<file path="src/rtl/qpc_pkg.sv">
package qpc_pkg;

  localparam int IN_A = 0;
  localparam int IN_B = 1;
  localparam int IN_Z = 2;
  localparam int N_IN = 3;

  typedef enum logic [1:0] {
    STEP_HOLD = 2'd0,
    STEP_INC  = 2'd1,
    STEP_DEC  = 2'd2,
    STEP_BAD  = 2'd3
  } step_t;

  // Sort one A/B transition between two filtered samples.
  function automatic step_t classify(input logic a_old, input logic b_old,
                                     input logic a_new, input logic b_new);
    logic   ca;
    logic   cb;
    step_t  res;
    ca  = a_old ^ a_new;
    cb  = b_old ^ b_new;
    res = STEP_HOLD;
    if (ca && cb)  res = STEP_BAD;
    else if (ca)   res = (a_new != b_new) ? STEP_INC : STEP_DEC;
    else if (cb)   res = (a_new == b_new) ? STEP_INC : STEP_DEC;
    return res;
  endfunction

endpackage

</file>
<file path="src/rtl/qpc_sync_filter.sv">
module qpc_sync_filter #(
  parameter int SYNC_STAGES = 2,
  parameter int FILT_LEN    = 7
) (
  input  logic clk,
  input  logic rst_n,
  input  logic din,
  output logic sync_o,
  output logic filt_o
);

  localparam int CW = (FILT_LEN > 2) ? $clog2(FILT_LEN) : 1;
  localparam logic [CW-1:0] LAST = CW'(FILT_LEN - 1);

  logic [SYNC_STAGES-1:0] sh;
  logic [CW-1:0]          run;

  always_ff @(posedge clk or negedge rst_n) begin
    if (!rst_n) sh <= '0;
    else        sh <= {sh[SYNC_STAGES-2:0], din};
  end

  assign sync_o = sh[SYNC_STAGES-1];

  // Count samples that disagree with the output; any agreeing sample restarts the run.
  always_ff @(posedge clk or negedge rst_n) begin
    if (!rst_n) begin
      run    <= '0;
      filt_o <= 1'b0;
    end else if (sync_o == filt_o) begin
      run <= '0;
    end else if (run == LAST) begin
      run    <= '0;
      filt_o <= sync_o;
    end else begin
      run <= run + 1'b1;
    end
  end

endmodule

</file>
<file path="src/rtl/qpc_step_counter.sv">
module qpc_step_counter
  import qpc_pkg::*;
#(
  parameter int CNT_W = 14
) (
  input  logic             clk,
  input  logic             rst_n,
  input  logic             a_f,
  input  logic             b_f,
  output logic [CNT_W-1:0] pos,
  output logic             err_o
);

  logic  a_d;
  logic  b_d;
  step_t step;

  assign step = classify(a_d, b_d, a_f, b_f);

  always_ff @(posedge clk or negedge rst_n) begin
    if (!rst_n) begin
      a_d   <= 1'b0;
      b_d   <= 1'b0;
      pos   <= '0;
      err_o <= 1'b0;
    end else begin
      a_d <= a_f;
      b_d <= b_f;
      case (step)
        STEP_INC: pos   <= pos + CNT_W'(1);
        STEP_DEC: pos   <= pos - CNT_W'(1);
        STEP_BAD: err_o <= 1'b1;
        default:  ;
      endcase
    end
  end

endmodule

</file>
<file path="src/rtl/qpc_index_capture.sv">
module qpc_index_capture #(
  parameter int CNT_W = 14
) (
  input  logic             clk,
  input  logic             rst_n,
  input  logic             z_f,
  input  logic             arm_set,
  input  logic [CNT_W-1:0] pos,
  output logic [CNT_W-1:0] idx_count,
  output logic             seen,
  output logic             armed
);

  logic z_d;
  logic z_rise;

  assign z_rise = z_f & ~z_d;

  always_ff @(posedge clk or negedge rst_n) begin
    if (!rst_n) begin
      z_d       <= 1'b0;
      idx_count <= '0;
      seen      <= 1'b0;
      armed     <= 1'b0;
    end else begin
      z_d <= z_f;
      if (arm_set) begin
        armed <= 1'b1;
        seen  <= 1'b0;
      end else if (armed && z_rise) begin
        idx_count <= pos;
        seen      <= 1'b1;
        armed     <= 1'b0;
      end
    end
  end

endmodule

</file>
<file path="src/rtl/quad_pos_counter.sv">
module quad_pos_counter
  import qpc_pkg::*;
#(
  parameter int CNT_W       = 14,
  parameter int FILT_LEN    = 7,
  parameter int SYNC_STAGES = 2
) (
  input  logic             clk,
  input  logic             rst_n,
  input  logic             qa_raw,
  input  logic             qb_raw,
  input  logic             qz_raw,
  input  logic             latch_req,
  input  logic             idx_arm_set,
  output logic [CNT_W-1:0] latch_count,
  output logic [CNT_W-1:0] idx_count,
  output logic             idx_seen,
  output logic             idx_armed,
  output logic             quad_err
);

  logic [N_IN-1:0]  raw_vec;
  logic [N_IN-1:0]  sync_vec;
  logic [N_IN-1:0]  filt_vec;
  logic [CNT_W-1:0] pos_count;

  assign raw_vec[IN_A] = qa_raw;
  assign raw_vec[IN_B] = qb_raw;
  assign raw_vec[IN_Z] = qz_raw;

  for (genvar i = 0; i < N_IN; i++) begin : g_in
    qpc_sync_filter #(
      .SYNC_STAGES(SYNC_STAGES),
      .FILT_LEN   (FILT_LEN)
    ) u_filt (
      .clk   (clk),
      .rst_n (rst_n),
      .din   (raw_vec[i]),
      .sync_o(sync_vec[i]),
      .filt_o(filt_vec[i])
    );
  end

  qpc_step_counter #(.CNT_W(CNT_W)) u_cnt (
    .clk  (clk),
    .rst_n(rst_n),
    .a_f  (filt_vec[IN_A]),
    .b_f  (filt_vec[IN_B]),
    .pos  (pos_count),
    .err_o(quad_err)
  );

  qpc_index_capture #(.CNT_W(CNT_W)) u_idx (
    .clk      (clk),
    .rst_n    (rst_n),
    .z_f      (filt_vec[IN_Z]),
    .arm_set  (idx_arm_set),
    .pos      (pos_count),
    .idx_count(idx_count),
    .seen     (idx_seen),
    .armed    (idx_armed)
  );

  always_ff @(posedge clk or negedge rst_n) begin
    if (!rst_n)         latch_count <= '0;
    else if (latch_req) latch_count <= pos_count;
  end

endmodule

</file>
<file path="config.mk">
export PLATFORM = sky130hd
export DESIGN_NAME = quad_pos_counter
export DESIGN_NICKNAME = d
export VERILOG_FILES = /design/src/rtl/qpc_pkg.sv /design/src/rtl/qpc_sync_filter.sv /design/src/rtl/qpc_step_counter.sv /design/src/rtl/qpc_index_capture.sv /design/src/rtl/quad_pos_counter.sv
export SDC_FILE = /design/constraint.sdc
export NUM_CORES = 1
export LEC_CHECK = 0
export ABC_CLOCK_PERIOD_IN_PS = 4070
export BUFFER_PORTS_ARGS = -buffer_cell sky130_fd_sc_hd__buf_2
export CAP_MARGIN = 20
export CORE_MARGIN = 1.5
export CORE_UTILIZATION = 45
export CTS_CLUSTER_DIAMETER = 100
export DETAILED_ROUTE_END_ITERATION = 8
export SETUP_SLACK_MARGIN = 0.5
export SLEW_MARGIN = 20
export SYNTH_ARGS = -nofsm -noshare
export SYNTH_HDL_FRONTEND = slang
export SYNTH_SLANG_ARGS = --single-unit
</file>
<file path="constraint.sdc">
create_clock -name clk -period 4.07 [get_ports clk]
set_clock_uncertainty 0.15 [all_clocks]
set_input_delay 1.0175 -clock clk [delete_from_list [all_inputs] [get_ports clk]]
set_output_delay 1.0175 -clock clk [all_outputs]
set_load 0.005 [all_outputs]
</file>
---- After elaboration in Yosys (flattened, before gate mapping) ----
Index checks and enable logic that the tools add are counted.
W data, S select, Z words.
word-level totals
  output and inout port bits .............. 31
  word-level logic and storage cells ...... 66
  bits in registers ....................... 66
operators by class
  bitwise operators ....................... 8
  add/sub/neg operators ................... 5
  equality and inequality tests ........... 11
  reductions and logical operators ........ 8
  mux-type cells .......................... 16
operator list
  operator                 number
  $pmux W14 S2             1
  $mux W3                  6
  $add A14 B1 Y14 const B  1
  $sub A14 B1 Y14 const B  1
  $mux W2                  5
  $add A3 B1 Y3 const B    3
  $eq A3 B3 Y1 const B     3
  $reduce_and A2 Y1        4
  $not A1 Y1               5
  $eq A1 B1 Y1             4
  $eq A2 B2 Y1 const B     2
  $mux W1                  4
  $reduce_bool A2 Y1       2
  $eq A2 B1 Y1 const B     1
  $logic_and A1 B1 Y1      2
  $xor A1 B1 Y1            2
  $and A1 B1 Y1            1
  $ne A1 B1 Y1             1

---- Depth between registers and ports, before layout ----
  word-level depth ........................ 7
  depth in mapped cells ................... 9
  gate-level depth less buffers ........... 9

---- Modules after synthesis ----
A second synthesis with hierarchy kept.
second synthesis, totals
  cell total of the unflattened synthesis .. 227
  area total of the unflattened synthesis .. 2940.3 um^2
by module, submodules not included
  module             times used  cells an instance  area each (um^2)  sequential area each (um^2)
  qpc_step_counter   1           111                1054.8            425.4
  qpc_index_capture  1           39                 694.4             425.4
  qpc_sync_filter    3           16                 224.0             150.1
  quad_pos_counter   1           29                 519.2             350.3

---- Worst setup path after synthesis ----
OpenSTA, ideal clock, no wires.
  path type ............................... reg-to-reg
  from .................................... register g_in[0].u_filt.filt_o
  to ...................................... register u_cnt.pos[8]
  path slack .............................. 1.509 ns
  clock period less this slack ............ 2.561 ns
  path buffers ............................ 0
  arrival ................................. 2.280 ns
  stages on the path, launching flop included .. 9
  path through ............................ dfrtp_1 > xnor2_1 > nand2_2 > xnor2_1 > ha_1 > or4_2 > nor4_1 > o21ai_0 > xnor2_1
between the ends
  longest elaborated chain between the ends .. 7
RTL lines
  element                                             line                    source
  start, declared                                     qpc_sync_filter.sv:9    output logic filt_o
  start signal, assigned                              qpc_sync_filter.sv:34   filt_o <= sync_o;
  $eq A1 B1 Y1                                        qpc_pkg.sv:26           else if (cb) res = (a_new == b_new) ? STEP_INC : STEP_DEC;
  $mux W2 (2 in a row)                                qpc_pkg.sv:26
  $mux W2                                             qpc_pkg.sv:25           else if (ca) res = (a_new != b_new) ? STEP_INC : STEP_DEC;
  $mux W2 *                                           qpc_pkg.sv:24           if (ca && cb) res = STEP_BAD;
  $eq A2 B2 Y1 or $eq A2 B1 Y1 (tied branches)        qpc_step_counter.sv:29  case (step)
  $pmux W14 S2 or $reduce_bool A2 Y1 (tied branches)  --
  end signal, assigned                                qpc_step_counter.sv:30  STEP_INC: pos <= pos + CNT_W'(1);
  end signal, assigned                                qpc_step_counter.sv:31  STEP_DEC: pos <= pos - CNT_W'(1);
  end, declared                                       qpc_step_counter.sv:10  output logic [CNT_W-1:0] pos,
Mark *: on every way between the ends. The rest lies on a longest branch, timed or not.
A chain may end at the register's enable or synchronous reset.

---- Worst setup path in the final report ----
Ends and elaborated chain as after synthesis.

==> metrics.txt <==
# TYPE chip_impl_metric gauge
chip_impl_metric{name="number_of_vias_per_cell",unit=""} 5.36
chip_impl_metric{name="final_area",unit="µm²"} 3250
chip_impl_metric{name="yosys_reg_bits",unit=""} 66
chip_impl_metric{name="cts_repair_resize_count",unit=""} 0
chip_impl_info{name="path_class",value="flip-flop to flip-flop"} 1
chip_impl_metric{name="drtPass1Iterations",unit=""} 4
chip_impl_metric{name="clock_path_buffers",unit=""} 2
chip_impl_metric{name="synth_area",unit="µm²"} 2830
chip_impl_metric{name="post-route-drc-count",unit=""} 0
chip_impl_metric{name="yosys.cell_types.count",unit=""} 41
chip_impl_metric{name="instances_no_fill",unit=""} 343
chip_impl_metric{name="fillers",unit=""} 526
chip_impl_metric{name="detailed_placer_s_ending_hpwl",unit="µm"} 3280
chip_impl_info{name="clock-root-buffer",value="clkbuf_8"} 1
chip_impl_metric{name="number_of_placement_rows",unit=""} 28
chip_impl_metric{name="sequential_cell_area_in_the_final_layout",unit="µm²"} 1650
chip_impl_metric{name="clock_sinks",unit=""} 66
chip_impl_metric{name="grt_pass1_vias",unit=""} 1786
chip_impl_metric{name="layout.nets",unit=""} 272
chip_impl_metric{name="number_of_antenna_repair_diodes",unit=""} 0
chip_impl_metric{name="dr_total_vias",unit=""} 1840
chip_impl_metric{name="floorplan.io_pins",unit=""} 38
chip_impl_metric{name="timing.final.crit_period",unit="ps"} 2880
chip_impl_info{name="min_to",value="g_in[0].u_filt.sh[1]$_DFF_PN0_"} 1
chip_impl_metric{name="placed_area",unit="µm²"} 3070
chip_impl_metric{name="drive_gt1_share",unit="%"} 35.8
chip_impl_metric{name="die_w",unit="µm"} 82.3
chip_impl_metric{name="fin_crit_sh",unit="%"} 70.7
chip_impl_info{name="run_status",value="finished clean"} 1
chip_impl_metric{name="final-max-slew-violation-count",unit=""} 0
chip_impl_metric{name="multi_input_comb_area",unit="µm²"} 1120
chip_impl_info{name="worst_r2r_startpoint",value="g_in[0].u_filt.filt_o$_DFFE_PN0P_"} 1
chip_impl_info{name="hold_start",value="g_in[0].u_filt.sh[0]$_DFF_PN0_"} 1
chip_impl_metric{name="route.final.wire_length",unit="µm"} 4900
chip_impl_metric{name="power.density_cell_area",unit="nW/µm²"} 740
chip_impl_metric{name="worst-r2r-cell-count",unit=""} 8
chip_impl_metric{name="dp_cells",unit=""} 327
chip_impl_metric{name="synthToLayoutAreaGrowth",unit="%"} 14.8
chip_impl_metric{name="ys_seq_area_share",unit="%"} 58.3
chip_impl_metric{name="gr-usage-all-layers",unit="%"} 16.6
chip_impl_info{name="critical_path_end_type",value="flip-flop"} 1
chip_impl_metric{name="first_pass_grt_wire_length",unit="µm"} 8270
chip_impl_metric{name="post-cts-setup-buffer-count",unit=""} 0
chip_impl_info{name="cts_tree",value="yes"} 1
chip_impl_metric{name="ir_drop",unit="µV"} 406
chip_impl_metric{name="worst_slew_pin_slew",unit="ps"} 1090
chip_impl_metric{name="grt_antenna_before_repair",unit=""} 0
chip_impl_metric{name="gp_congestion",unit=""} 0.745
chip_impl_metric{name="pre_cts_slack",unit="ps"} 1220
chip_impl_metric{name="postSynthCellCount",unit=""} 227
chip_impl_metric{name="grt_start_max_net_pins",unit=""} 51
chip_impl_metric{name="core-area",unit="µm²"} 5990
chip_impl_metric{name="io_buffer_count",unit=""} 37
chip_impl_metric{name="mappedNetlistNets",unit=""} 236
chip_impl_metric{name="finalSetupViolCount",unit=""} 0
chip_impl_metric{name="max_freq",unit="GHz"} 0.347
chip_impl_metric{name="dieHeight",unit="µm"} 82.3
chip_impl_metric{name="cts-buffers-inserted",unit=""} 9
chip_impl_metric{name="final_antenna_net_count",unit=""} 0
chip_impl_metric{name="fin_total_pwr",unit="mW"} 2.41
chip_impl_metric{name="power_leakage",unit="nW"} 1.55
chip_impl_metric{name="slew_headroom",unit="%"} 27.3
chip_impl_metric{name="hold_slack",unit="ps"} 199
chip_impl_metric{name="min_delay_path_depth",unit=""} 0
chip_impl_metric{name="initial_standard_cell_utilization_of_the_core",unit="%"} 47.3
chip_impl_metric{name="clk_pin_slew_worst_paths",unit="ps"} 60
chip_impl_metric{name="synth-warning-count",unit=""} 0
chip_impl_metric{name="drv.max_cap_violation_count",unit=""} 0
chip_impl_metric{name="post-route-util",unit="%"} 54.3
chip_impl_metric{name="cts-hold-fix-buffers",unit=""} 0
chip_impl_info{name="worstHoldPathType",value="flip-flop to flip-flop"} 1
chip_impl_metric{name="global_route.overflow_total",unit=""} 0
chip_impl_metric{name="drt-initial-drc-count",unit=""} 105
chip_impl_info{name="grt_setup_unrepaired",value="no"} 1
chip_impl_info{name="r2r-end",value="u_cnt.pos[8]$_DFFE_PN0P_"} 1
chip_impl_metric{name="r2r_slack",unit="ps"} 1190
chip_impl_metric{name="fp.dieArea",unit="µm²"} 6780
chip_impl_metric{name="avgRoutedWirePerCell",unit="µm"} 14.3
chip_impl_info{name="timing.critical_path.from_type",value="flip-flop"} 1
chip_impl_metric{name="worst_skew_pair.late_latency",unit="ps"} 330
chip_impl_metric{name="timing_hold_violations_final",unit=""} 0
chip_impl_metric{name="critical_path_peak_fanout",unit=""} 10
chip_impl_metric{name="least_setup_slack_across_all_paths_after_layout",unit="ps"} 1190
chip_impl_metric{name="cp.arrival",unit="ps"} 2940
chip_impl_metric{name="critPathRequiredTime",unit="ps"} 4130
chip_impl_metric{name="cts.htree.levels",unit=""} 3
chip_impl_metric{name="syn_avg_cell_area",unit="µm²"} 12.5
chip_impl_metric{name="fin_tns_setup",unit="ps"} 0
[routing by layer]
layer | track usage (%) | vias up | part of all wire (%)
met2 | 25.9 | 46 | 45
met3 | 5.82 | 7 | 5.0
met1 | 21.2 | 909 | 49
met5 | 0 | - | 0
li1 | - | 878 | -
met4 | 6.27 | 0 | 1.2
[cell type report]
cell class	count	share of cell area [%]
Timing Repair Buffer	39	6.15
Multi-Input combinational cell	145	34.3
Inverter	2	0.231
Tap cell	75	2.88
Clock inverter	2	0.308
Clock buffer	14	5.31
Sequential cell	66	50.8
[worst max-delay path: stages (launching register included)]
cell,delay [ps]
dfrtp_1,440
xnor2_1,280
nand2_2,200
xnor2_1,170
ha_1,230
or4_2,610
nor4_1,340
o21ai_0,190
xnor2_1,160
[cells in the final DEF, fill, tap and decap left out, drive strengths merged, types with 2 or more instances in the layout]
cell and n:
and2 2, dfrtp 66, ha 2, a21oi 4
o21ai 7, clkinv 2, nand3 4, xor2 7
xnor2 14, nand2 9, clkbuf 14, nand4 4
or4 3, or3 3, mux2 34, nor3 6
and4 2, inv 2, mux2i 2, nor3b 2
nor4 9, buf 39, or2 3, nor2 17
[Yosys cell counts (all sizes together)]
master | n | area (µm²)
a21oi | 4 | 20.0
nor4bb | 1 | 10.0
or4 | 3 | 31.3
xor2 | 7 | 61.3
nor3b | 2 | 15.0
buf | 5 | 36.3
and2 | 2 | 12.5
nand4 | 4 | 25.0
a21o | 1 | 7.51
a211oi | 1 | 7.51
a22oi | 1 | 7.51
nor2 | 17 | 63.8
ha | 2 | 25.0
o21ai | 7 | 35.0
clkbuf | 9 | 35.0
inv | 2 | 7.51
or3 | 3 | 18.8
nand2 | 9 | 36.3
a21boi | 1 | 7.51
nor4 | 9 | 56.3
xnor2 | 14 | 123
nor3 | 6 | 35.0
mux2 | 34 | 383
a31oi | 1 | 6.26
a32oi | 1 | 8.76
mux2i | 2 | 20.0
nand3b | 1 | 7.51
or2 | 3 | 18.8
dfrtp | 66 | 1650
nand3 | 4 | 20.0
a41o | 1 | 10.0
and3 | 1 | 6.26
and4 | 2 | 17.5
nor2b | 1 | 6.26
[kinds of logic after synthesis]
family | Yosys count | share of synthesized area [%]
AND/OR/NAND/NOR | 68 | 13.4
flip-flops | 66 | 58.3
XOR/XNOR | 21 | 6.49
multiplexers | 36 | 14.2
AO/OA/AOI/OAI | 18 | 3.89
adder cells (fa/ha/maj) | 2 | 0.883
buffers and inverters | 16 | 2.78
[worst max-delay path by stage]
stage,start,end,slack [ps],cells past startpoint
2_1_floorplan,g_in[0].u_filt.filt_o$_DFFE_PN0P_,u_cnt.pos[8]$_DFFE_PN0P_,1510,8
3_3_place_gp,g_in[0].u_filt.filt_o$_DFFE_PN0P_,u_cnt.pos[8]$_DFFE_PN0P_,1270,8
3_5_place_dp,g_in[0].u_filt.filt_o$_DFFE_PN0P_,u_cnt.pos[8]$_DFFE_PN0P_,1220,8
4_1_cts,g_in[1].u_filt.filt_o$_DFFE_PN0P_,u_cnt.pos[8]$_DFFE_PN0P_,1180,8
5_1_grt,g_in[0].u_filt.filt_o$_DFFE_PN0P_,u_cnt.pos[8]$_DFFE_PN0P_,910,8
6_report,g_in[0].u_filt.filt_o$_DFFE_PN0P_,u_cnt.pos[8]$_DFFE_PN0P_,1190,8
[state kept, by name (all words and copies together) (netlist names), 3 cells and up]
name and flops:
u_cnt.pos 14, u_idx.idx_count 14, g_in.u_filt.run 9, g_in.u_filt.sh 6, latch_count 14, g_in.u_filt.filt_o 3
[power by group]
part | switching, mW | total (mW) | internal, mW
registers | 0.251 | 1.14 | 0.892
clock network | 0.227 | 0.496 | 0.270
logic | 0.361 | 0.767 | 0.406
Note: power is estimated with default switching activity, not from simulation.
